==> src/rtl/rxr_pkg.sv <==
package rxr_pkg;
    localparam int ADDR_W  = 32;
    localparam int LEN_W   = 16;
    localparam int CB_W    = 6;
    localparam int REM_W   = LEN_W + 1;
    localparam int STRIDE  = 8;
    localparam int PAD_N   = 4;
    localparam int CB_BASE = 8;
    localparam int SHORT_DROP = 60;
    localparam int SHORT_MARK = 64;

    localparam int F_EMPTY = 15;
    localparam int F_FIRST = 14;
    localparam int F_WRAP  = 13;
    localparam int F_INT   = 12;
    localparam int F_LAST  = 11;
    localparam int F_LG    = 5;
    localparam int F_SH    = 3;

    typedef struct packed {
        logic [15:0]       flags;
        logic [LEN_W-1:0]  len;
        logic [ADDR_W-1:0] buf_addr;
    } desc_t;

    typedef enum logic [1:0] {SRC_NONE, SRC_CB, SRC_DATA, SRC_PAD} src_e;

    typedef enum logic [2:0] {
        W_IDLE, W_DROP, W_FETCH, W_LOAD, W_FILL, W_BACK, W_HALT
    } wstate_e;

    function automatic logic [15:0] wb_flags(input logic [15:0] f, input logic first,
                                             input logic last, input logic lg, input logic sh);
        logic [15:0] r;
        r = f;
        r[F_EMPTY] = 1'b0;
        if (first) r[F_FIRST] = 1'b1;
        if (last) begin
            r[10:0]   = '0;
            r[F_LAST] = 1'b1;
            r[F_LG]   = lg;
            r[F_SH]   = sh;
        end
        return r;
    endfunction
endpackage

==> src/rtl/rxr_admit.sv <==
module rxr_admit
    import rxr_pkg::*;
(
    input  logic             rx_enable,
    input  logic             graceful_stop,
    input  logic             reject_short,
    input  logic [LEN_W-1:0] in_len,
    input  logic [1:0]       parse_depth,
    input  logic [4:0]       cb_align,
    output logic             take,
    output logic [CB_W-1:0]  cb_size
);
    logic too_short;
    assign too_short = reject_short && (in_len < LEN_W'(SHORT_DROP));
    assign take      = rx_enable && !graceful_stop && !too_short;
    assign cb_size   = (parse_depth != 2'd0) ? CB_W'(CB_BASE) + CB_W'(cb_align) : '0;
endmodule

==> src/rtl/rxr_source.sv <==
module rxr_source
    import rxr_pkg::*;
(
    input  logic             clk,
    input  logic             rst,
    input  logic             load,
    input  logic [CB_W-1:0]  cb_size,
    input  logic [LEN_W-1:0] data_len,
    input  logic             adv,
    output src_e             kind,
    output logic [REM_W-1:0] remaining
);
    localparam int PAD_W = $clog2(PAD_N + 1);

    logic [CB_W-1:0]  cb_left;
    logic [LEN_W-1:0] data_left;
    logic [PAD_W-1:0] pad_left;

    always_comb begin
        if (cb_left != '0)        kind = SRC_CB;
        else if (data_left != '0) kind = SRC_DATA;
        else if (pad_left != '0)  kind = SRC_PAD;
        else                      kind = SRC_NONE;
    end

    assign remaining = REM_W'(cb_left) + REM_W'(data_left) + REM_W'(pad_left);

    always_ff @(posedge clk) begin
        if (rst) begin
            cb_left   <= '0;
            data_left <= '0;
            pad_left  <= '0;
        end else if (load) begin
            cb_left   <= cb_size;
            data_left <= data_len;
            pad_left  <= PAD_W'(PAD_N);
        end else if (adv) begin
            case (kind)
                SRC_CB:   cb_left   <= cb_left - 1'b1;
                SRC_DATA: data_left <= data_left - 1'b1;
                SRC_PAD:  pad_left  <= pad_left - 1'b1;
                default:  ;
            endcase
        end
    end
endmodule

==> src/rtl/rxr_walker.sv <==
module rxr_walker
    import rxr_pkg::*;
(
    input  logic              clk,
    input  logic              rst,
    input  logic [ADDR_W-1:0] ring_base,
    input  logic              ptr_wr,
    input  logic [ADDR_W-1:0] ptr_wdata,
    output logic [ADDR_W-1:0] ring_ptr,
    input  logic [LEN_W-1:0]  max_buf_len,
    input  logic [LEN_W-1:0]  max_frame_len,
    input  logic              irq_frame_en,
    input  logic              irq_buf_en,
    input  logic              halt_bit,
    input  logic              take,
    input  logic              in_valid,
    output logic              in_ready,
    input  logic [7:0]        in_data,
    input  logic [LEN_W-1:0]  in_len,
    input  src_e              kind,
    input  logic [REM_W-1:0]  remaining,
    output logic              src_load,
    output logic              src_adv,
    output logic              desc_rd,
    output logic              desc_wr,
    output logic [ADDR_W-1:0] desc_addr,
    input  desc_t             desc_rdata,
    output desc_t             desc_wdata,
    output logic              data_wr,
    output logic [ADDR_W-1:0] data_addr,
    output logic [7:0]        data_byte,
    output logic              set_halt,
    output logic              set_frame,
    output logic              irq
);
    localparam logic [ADDR_W-1:0] ALIGN_MASK = ~ADDR_W'(STRIDE - 1);

    wstate_e           state;
    logic [ADDR_W-1:0] ptr, walk_start, wptr, cur_buf, next_ptr;
    logic [15:0]       cur_flags;
    logic [LEN_W-1:0]  cnt, drop_left;
    logic [REM_W-1:0]  tot;
    logic              first, emit, fill_end, last, lap, int_on;

    assign next_ptr = cur_flags[F_WRAP] ? (ring_base & ALIGN_MASK) : ptr + ADDR_W'(STRIDE);
    assign emit     = (state == W_FILL) && (kind != SRC_NONE) && ((kind != SRC_DATA) || in_valid);
    assign fill_end = emit && ((remaining == REM_W'(1)) || (cnt + 1'b1 == max_buf_len));
    assign last     = (remaining == '0);
    assign lap      = (next_ptr == walk_start);
    assign int_on   = cur_flags[F_INT];

    assign in_ready  = (state == W_DROP) || ((state == W_FILL) && (kind == SRC_DATA));
    assign src_load  = (state == W_IDLE) && in_valid && !halt_bit && take;
    assign src_adv   = emit;
    assign ring_ptr  = ptr;
    assign desc_rd   = (state == W_FETCH);
    assign desc_wr   = (state == W_BACK);
    assign desc_addr = ptr;
    assign data_wr   = emit;
    assign data_addr = wptr;
    assign data_byte = (kind == SRC_DATA) ? in_data : 8'h00;

    always_comb begin
        desc_wdata.flags    = wb_flags(cur_flags, first, last,
                                       tot >= REM_W'(max_frame_len), tot < REM_W'(SHORT_MARK));
        desc_wdata.len      = cnt;
        desc_wdata.buf_addr = cur_buf;
    end

    assign set_halt  = ((state == W_LOAD) && !desc_rdata.flags[F_EMPTY]) ||
                       ((state == W_BACK) && !last && lap);
    assign set_frame = (state == W_BACK) && last && int_on;
    assign irq       = (state == W_BACK) && int_on && (last ? irq_frame_en : irq_buf_en);

    always_ff @(posedge clk) begin
        if (rst) begin
            state      <= W_IDLE;
            ptr        <= '0;
            walk_start <= '0;
            wptr       <= '0;
            cur_buf    <= '0;
            cur_flags  <= '0;
            cnt        <= '0;
            drop_left  <= '0;
            tot        <= '0;
            first      <= 1'b0;
        end else begin
            if (ptr_wr && (state == W_IDLE || state == W_HALT))
                ptr <= ptr_wdata & ALIGN_MASK;
            case (state)
                W_IDLE: if (in_valid && !halt_bit) begin
                    if (take) begin
                        first      <= 1'b1;
                        walk_start <= ptr;
                        tot        <= REM_W'(in_len) + REM_W'(PAD_N);
                        state      <= W_FETCH;
                    end else begin
                        drop_left <= in_len;
                        state     <= W_DROP;
                    end
                end
                W_DROP: if (in_valid) begin
                    drop_left <= drop_left - 1'b1;
                    if (drop_left == LEN_W'(1)) state <= W_IDLE;
                end
                W_FETCH: state <= W_LOAD;
                W_LOAD: begin
                    cur_flags <= desc_rdata.flags;
                    cur_buf   <= desc_rdata.buf_addr;
                    wptr      <= desc_rdata.buf_addr;
                    cnt       <= '0;
                    state     <= desc_rdata.flags[F_EMPTY] ? W_FILL : W_HALT;
                end
                W_FILL: if (emit) begin
                    cnt  <= cnt + 1'b1;
                    wptr <= wptr + 1'b1;
                    if (fill_end) state <= W_BACK;
                end
                W_BACK: begin
                    first <= 1'b0;
                    ptr   <= next_ptr;
                    if (last)     state <= W_IDLE;
                    else if (lap) state <= W_HALT;
                    else          state <= W_FETCH;
                end
                W_HALT: if (!halt_bit) begin
                    walk_start <= ptr;
                    state      <= W_FETCH;
                end
                default: state <= W_IDLE;
            endcase
        end
    end
endmodule

==> src/rtl/rx_ring_filler.sv <==
module rx_ring_filler
    import rxr_pkg::*;
#(
    parameter int RING = 0
) (
    input  logic              clk,
    input  logic              rst,
    input  logic [ADDR_W-1:0] ring_base,
    input  logic              ptr_wr,
    input  logic [ADDR_W-1:0] ptr_wdata,
    output logic [ADDR_W-1:0] ring_ptr,
    input  logic [LEN_W-1:0]  max_buf_len,
    input  logic [LEN_W-1:0]  max_frame_len,
    input  logic              rx_enable,
    input  logic              graceful_stop,
    input  logic              reject_short,
    input  logic [1:0]        parse_depth,
    input  logic [4:0]        cb_align,
    input  logic              irq_frame_en,
    input  logic              irq_buf_en,
    input  logic              in_valid,
    output logic              in_ready,
    input  logic [7:0]        in_data,
    input  logic [LEN_W-1:0]  in_len,
    output logic              desc_rd,
    output logic              desc_wr,
    output logic [ADDR_W-1:0] desc_addr,
    input  logic [63:0]       desc_rdata,
    output logic [63:0]       desc_wdata,
    output logic              data_wr,
    output logic [ADDR_W-1:0] data_addr,
    output logic [7:0]        data_byte,
    output logic [31:0]       stat,
    input  logic [31:0]       stat_clr,
    output logic              rx_irq
);
    localparam int HALT_POS  = 23 - RING;
    localparam int FRAME_POS = 7 - RING;

    logic             take, src_load, src_adv, set_halt, set_frame;
    logic [CB_W-1:0]  cb_size;
    src_e             kind;
    logic [REM_W-1:0] remaining;
    desc_t            rd_d, wr_d;
    logic [31:0]      set_vec;

    assign rd_d       = desc_t'(desc_rdata);
    assign desc_wdata = wr_d;

    rxr_admit u_admit (
        .rx_enable(rx_enable), .graceful_stop(graceful_stop), .reject_short(reject_short),
        .in_len(in_len), .parse_depth(parse_depth), .cb_align(cb_align),
        .take(take), .cb_size(cb_size)
    );

    rxr_source u_src (
        .clk(clk), .rst(rst), .load(src_load), .cb_size(cb_size), .data_len(in_len),
        .adv(src_adv), .kind(kind), .remaining(remaining)
    );

    rxr_walker u_walk (
        .clk(clk), .rst(rst), .ring_base(ring_base), .ptr_wr(ptr_wr), .ptr_wdata(ptr_wdata),
        .ring_ptr(ring_ptr), .max_buf_len(max_buf_len), .max_frame_len(max_frame_len),
        .irq_frame_en(irq_frame_en), .irq_buf_en(irq_buf_en), .halt_bit(stat[HALT_POS]),
        .take(take), .in_valid(in_valid), .in_ready(in_ready), .in_data(in_data),
        .in_len(in_len), .kind(kind), .remaining(remaining), .src_load(src_load),
        .src_adv(src_adv), .desc_rd(desc_rd), .desc_wr(desc_wr), .desc_addr(desc_addr),
        .desc_rdata(rd_d), .desc_wdata(wr_d), .data_wr(data_wr), .data_addr(data_addr),
        .data_byte(data_byte), .set_halt(set_halt), .set_frame(set_frame), .irq(rx_irq)
    );

    always_comb begin
        set_vec            = '0;
        set_vec[HALT_POS]  = set_halt;
        set_vec[FRAME_POS] = set_frame;
    end

    always_ff @(posedge clk) begin
        if (rst) stat <= '0;
        else     stat <= (stat & ~stat_clr) | set_vec;
    end
endmodule

==> config.mk <==
export PLATFORM = sky130hd
export DESIGN_NAME = rx_ring_filler
export DESIGN_NICKNAME = d
export VERILOG_FILES = /design/src/rtl/rxr_pkg.sv /design/src/rtl/rxr_admit.sv /design/src/rtl/rxr_source.sv /design/src/rtl/rxr_walker.sv /design/src/rtl/rx_ring_filler.sv
export SDC_FILE = /design/constraint.sdc
export NUM_CORES = 1
export LEC_CHECK = 0
export ABC_AREA = 1
export BUFFER_PORTS_ARGS = -buffer_cell sky130_fd_sc_hd__buf_2
export CORE_MARGIN = 5
export CORE_UTILIZATION = 53
export DETAILED_ROUTE_END_ITERATION = 16
export PLACE_DENSITY_LB_ADDON = 0.3
export SYNTH_ARGS = -nofsm -noshare
export SYNTH_HDL_FRONTEND = slang
export SYNTH_SLANG_ARGS = --single-unit
==> constraint.sdc <==
create_clock -name clk -period 3.84 [get_ports clk]
set_clock_uncertainty 0.2 [all_clocks]
set_input_delay 0.384 -clock clk [delete_from_list [all_inputs] [get_ports clk]]
set_output_delay 0.384 -clock clk [all_outputs]
set_load 0.005 [all_outputs]
# Word-level counts from Yosys, hierarchy flattened
# Index checks and enable logic that the tools add are counted.
dict set report totals {
  inputBits 232
  regBits 253
}
dict set report classes {
  n_lt_le_gt_ge 3
  n_mux 46
  eq_ne 22
  reduce_logical 56
  add_sub_neg 11
  n_bitwise 3
}
# operator count
set op_table {}
lappend op_table {{$mux W32} 7}
lappend op_table {{$pmux W32 S2} 2}
lappend op_table {{$mux W16} 7}
lappend op_table {{$pmux W16 S2} 2}
lappend op_table {{$mux W3} 11}
lappend op_table {{$add A32 B1 Y32 const B} 1}
lappend op_table {{$add A32 B4 Y32 const B} 1}
lappend op_table {{$and A32 B32 Y32} 1}
lappend op_table {{$eq A32 B32 Y1} 1}
lappend op_table {{$not A32 Y32} 1}
lappend op_table {{$or A32 B24 Y32} 1}
lappend op_table {{$sub A16 B1 Y16 const B} 2}
lappend op_table {{$mux W6} 4}
lappend op_table {{$reduce_bool A2 Y1} 11}
lappend op_table {{$pmux W3 S7} 1}
lappend op_table {{$logic_and A1 B1 Y1} 19}
lappend op_table {{$add A16 B3 Y17 const B} 1}
lappend op_table {{$add A17 B3 Y17} 1}
lappend op_table {{$add A6 B16 Y17} 1}
lappend op_table {{$eq A17 B1 Y1 const B} 1}
lappend op_table {{$ge A17 B16 Y1} 1}
lappend op_table {{$logic_not A17 Y1} 1}
lappend op_table {{$lt A17 B7 Y1 const B} 1}
lappend op_table {{$add A16 B1 Y16 const B} 1}
lappend op_table {{other kinds (29)} 61}

# Logic depth before layout (Yosys ltp)
dict set report logic_depth {
  ltp_word 11
  ltp_mapped 21
  depth_no_buf 21
}

# Modules after synthesis
# A second synthesis with hierarchy kept.
dict set report hier_totals {
  cells_unflattened 2331
  hier_area_um2 15676.3
}
# mod instances cells_each area_each_um2
set modules_own_cells {}
lappend modules_own_cells {rxr_walker 1 1897 12250.5}
lappend modules_own_cells {rxr_source 1 332 2234.6}
lappend modules_own_cells {rx_ring_filler 1 73 1072.3}
lappend modules_own_cells {rxr_admit 1 29 118.9}

# Worst setup path after synthesis
# OpenSTA, ideal clock, no wires.
dict set report synth_path {
  kind {register -> output}
  from {register u_src.pad_left[1]}
  to {output port rx_irq}
  path_buffers 1
  required_time_ps 3256
  arrival_ps 2785
  path_stages_with_launch 17
  path_slack_ps 471
  cell_sequence {dfxtp_1 fa_1 ha_1 inv_1 fa_1 inv_1 nand3_1 nand2_1 nand2_1 nand2_1 nand2_1 nand2_1 nand4_1 nor4_2 buf_2 nor2_1 nor2_1}
}
dict set report synth_via {
  elab_chain_len 4
}
# element line_no
set synth_lines {}
lappend synth_lines {{from (decl)} rxr_source.sv:17} ;# logic [PAD_W-1:0] pad_left;
lappend synth_lines {{from (signal assigned)} rxr_source.sv:36} ;# pad_left <= PAD_W'(PAD_N);
lappend synth_lines {{from (signal assigned)} rxr_source.sv:41} ;# SRC_PAD: pad_left <= pad_left - 1'b1;
lappend synth_lines {{$add A17 B3 Y17} rxr_source.sv:26} ;# assign remaining = REM_W'(cb_left) + REM_W'(data_left) + REM_W'(pad_left);
lappend synth_lines {{$logic_not A17 Y1} rxr_walker.sv:48} ;# assign last = (remaining == '0);
lappend synth_lines {{$mux W1} rxr_walker.sv:73} ;# assign irq = (state == W_BACK) && int_on && (last ? irq_frame_en : irq_buf_en);
lappend synth_lines {{$logic_and A1 B1 Y1} rxr_walker.sv:73}
lappend synth_lines {{to (decl)} rx_ring_filler.sv:35} ;# output logic rx_irq
# Every way passes these cells.

# Final worst setup path
dict set report layout_path {
  from {register u_src.data_left[1]}
  to {output port desc_wdata[57]}
}
dict set report layout_via {
  elab_chain_len 4
}
# element line_no
set layout_lines {}
lappend layout_lines {{from (decl)} rxr_source.sv:16} ;# logic [LEN_W-1:0] data_left;
lappend layout_lines {{from (signal assigned)} rxr_source.sv:35} ;# data_left <= data_len;
lappend layout_lines {{from (signal assigned)} rxr_source.sv:40} ;# SRC_DATA: data_left <= data_left - 1'b1;
lappend layout_lines {{$add A6 B16 Y17} rxr_source.sv:26}
lappend layout_lines {{$add A17 B3 Y17} rxr_source.sv:26}
lappend layout_lines {{$logic_not A17 Y1} rxr_walker.sv:48}
lappend layout_lines {{$mux W12} rxr_pkg.sv:38} ;# if (last) begin
lappend layout_lines {{to (decl)} rx_ring_filler.sv:29} ;# output logic [63:0] desc_wdata,
# Every way passes these cells.

==> impl_metrics.toml <==
[route]
avgViaCountPerCell = 5.48
drt_iter0_drc = 1485
wire_per_inst_um = 16.8
drt_pass1_iterations = 6
drc_errors = 0
num_vias = 17400
antenna_left = 0
finalWirelength_mm = 53.3

[cells_and_area]
num-fill-cells = 2395
final_core_util = 0.695
fin_nets = 3047
drive_gt1_frac = 0.212
final_common_cell = "nand2_1"
final-instance-count-excl-fill = 3177
final_cell_area_um2 = 19500
syn_to_final_growth_pct = 28.7
mostFrequentLayoutCells = "nand2_1 (544), buf_2 (411), nor2_1 (285)"

[grt]
grt_max_degree = 121
antenna_found_initial = 5
grt_pass1_vias = 16800
grt_pass1_wl_mm = 82.8
grt_use_total = 0.314
grtUsageMet2 = 0.543
grt-ovfl-total = 0
use_met1 = 0.386
grt_busiest_layer = "met2"
use_met3 = 0.0631

[cts]
path_clk_slew_ns = 0.06
tritoncts = "built"
cts.sinks = 253
numCtsBuffers = 28
cts_max_path_buffers = 3
clkLatencyLatePin_ns = 0.54
htree_levels = 1
clock-root-buffer = "clkbuf_16"

[power]
leakage_nw = 9.23
total_power_mw = 8.42
peakVddDrop_uv = 334
p_per_area_nw_per_um2 = 432

[placement]
place_inst = 2998
post-place-ws_ns = -0.0865
portBuffers = 413
gp_congestion = 0.958
postPlaceCellArea_um2 = 17200
dp_hpwl_mm = 37.0

[synthesis]
synth_edf_count = 0
synth_flop_cell = "dfxtp_1"
synth-async-reset-ratio = 0
synth.distinct_cells = 61
synthCells = 2310
synth-seq-area-share = 0.335
avgSynthCellArea_um2 = 6.55
synth_area_um2 = 15100
ys_ff_latch = 253
synth_nets = 2582
ys_warn_count = 0

[timing]
timing.final.ws_setup_ns = -0.297
hold_violations = 0
setup_viol = 13
final.setup.tns_ns = -3.39
slew_violations = 0
clock.fmax_ghz = 0.242
post-route-period-util = 1.08
slew_headroom = 0.378
worst_pin_slew_ns = 0.932
period_minus_slack_ns = 4.14
rsz0062_at_grt = "true"
hold-worst-slack_ns = 0.0303

[critical_path]
crit_type = "reg2out"
path_cells = "fa_1 > ha_2 > inv_2 > fa_2 > inv_2 > nand3_2 > nand2_2 > nand2_2 > nand2_2 > nand2_1 > nand2_1 > nand4_1 > nor4_4 > buf_4 > buf_8 > nor2_1 > buf_2"
startpoint_type = "flop"
r2r_start = "u_src.data_left[1]"
worst_path_max_delay_cell = "fa_1"
crit_top_cell = "nand2_2"
arrival_ns = 3.55
cp.required_ns = 3.26
worstReg2RegEnd = "u_walk.state[2]"
critPathMaxStageDelay_ns = 0.54
r2r_slack_ns = 0.35
reg2regPathDepth = 22
setup.worst_path.end_class = "primary output"
crit_fanout = 9

[min_path]
hold_path.class = "in2reg"
min-delay-start = "ptr_wdata[23]"
hold_depth = 5
hold-path-endpoint = "u_walk.desc_addr[23]"

[floorplan]
rows = 61
die_area_um2 = 32000
design.core.area_um2 = 28000
ioPinCount = 437
initial_core_util = 0.540
die_w_um = 179
die_h_um = 179

[run]
maxCapViolations = 0

[status]
status = "complete, but fails checks"
violations = "setup timing"
## layer usage
layer,vias to the layer above,part of all wire
li1,8474,-
met1,7944,0.39
met2,849,0.48
met3,151,0.092
met4,4,0.039
met5,-,0.00060
## area by class of cell
type                    count  area [um2]  share of cell area
multi-input cells        1693        8610               0.442
flip-flops and latches    253        5070               0.260
repair buffers            560        3500               0.180
inverters                 239         903              0.0464
clock buffers              41         821              0.0422
well taps                 378         473              0.0243
clock inverters            10        90.1             0.00463
diodes                      3        7.51            0.000386
## repair_timing
item / 4_1_cts / 5_1_grt
setup buffers: 6 / 3
pin swaps: 8 / 8
hold endpoints to repair: 138 / 0
setup endpoints to repair: 13 / 13
hold buffers: 117 / 0
resized for setup: 16 / 15
## kinds of logic after synthesis
family                     after synthesis  synth area share
other                                    1          0.000248
and+or+nand+nor                       1151             0.328
xor gates and xnor gates                58            0.0336
DFF                                    253             0.335
buffers and inverters                  364             0.103
AOI/OAI and AO/OA                      443             0.165
adders and majority gates               40            0.0351
## cell usage after synthesis, types with 4 or more instances
| cell | instances | share of area |
|---|---|---|
| a211oi_1 | 16 | 0.0079 |
| a21oi_1 | 129 | 0.043 |
| a22oi_1 | 5 | 0.0025 |
| a31oi_1 | 56 | 0.023 |
| a32o_1 | 4 | 0.0026 |
| buf_1 | 5 | 0.0012 |
| buf_2 | 7 | 0.0023 |
| buf_4 | 40 | 0.020 |
| buf_6 | 4 | 0.0030 |
| clkbuf_1 | 68 | 0.017 |
| dfxtp_1 | 253 | 0.33 |
| fa_1 | 4 | 0.0053 |
| ha_1 | 36 | 0.030 |
| inv_1 | 226 | 0.056 |
| inv_2 | 8 | 0.0020 |
| nand2_1 | 549 | 0.14 |
| nand3_1 | 151 | 0.050 |
| nand3b_1 | 26 | 0.013 |
| nand4_1 | 26 | 0.011 |
| nor2_1 | 291 | 0.072 |
| nor2_2 | 8 | 0.0033 |
| nor3_1 | 34 | 0.011 |
| nor3_2 | 5 | 0.0033 |
| nor4_1 | 7 | 0.0029 |
| o21ai_0 | 186 | 0.062 |
| o21ai_1 | 6 | 0.0020 |
| o21bai_1 | 4 | 0.0020 |
| o22ai_1 | 6 | 0.0025 |
| or2_2 | 40 | 0.017 |
| xnor2_1 | 9 | 0.0052 |
| xor2_1 | 49 | 0.028 |
## critical path, delay by kind of cell (launching register included)
family / cells / cell delay [ns]
and+or+nand+nor: 9 / 1.01
adders and majority gates: 3 / 1.10
DFF: 1 / 0.33
buffers and inverters: 5 / 0.57
## power by group
part	switching [mW]	internal [mW]	leakage, nW
registers	0.308	2.92	2.06
logic	1.51	1.01	6.73
clock network	1.12	1.55	0.440
## worst max path at each step
| stage | to | depth (start not counted) | start | slack, ns |
|---|---|---|---|---|
| 2_1_floorplan | rx_irq | 16 | u_src.pad_left[1] | 0.47 |
| 3_3_place_gp | rx_irq | 17 | u_src.pad_left[1] | -0.05 |
| 3_5_place_dp | rx_irq | 17 | u_src.pad_left[1] | -0.09 |
| 4_1_cts | desc_wdata[53] | 18 | u_src.pad_left[1] | -0.30 |
| 5_1_grt | desc_wdata[53] | 18 | u_src.data_left[1] | -0.45 |
| 6_report | desc_wdata[57] | 17 | u_src.data_left[1] | -0.30 |
## state kept, by name (all words and copies together) (netlist names)
signal / cells
u_walk.walk_start: 32
u_src.cb_left: 6
u_walk.desc_addr: 32
u_walk.cur_flags: 15
u_walk.drop_left: 16
stat: 32
u_walk.cnt: 16
u_src.pad_left: 3
u_walk.cur_buf: 32
u_walk.tot: 17
u_walk.state: 3
u_walk.first: 1
u_src.data_left: 16
u_walk.data_addr: 32
Power figures use the tool's default switching activity.
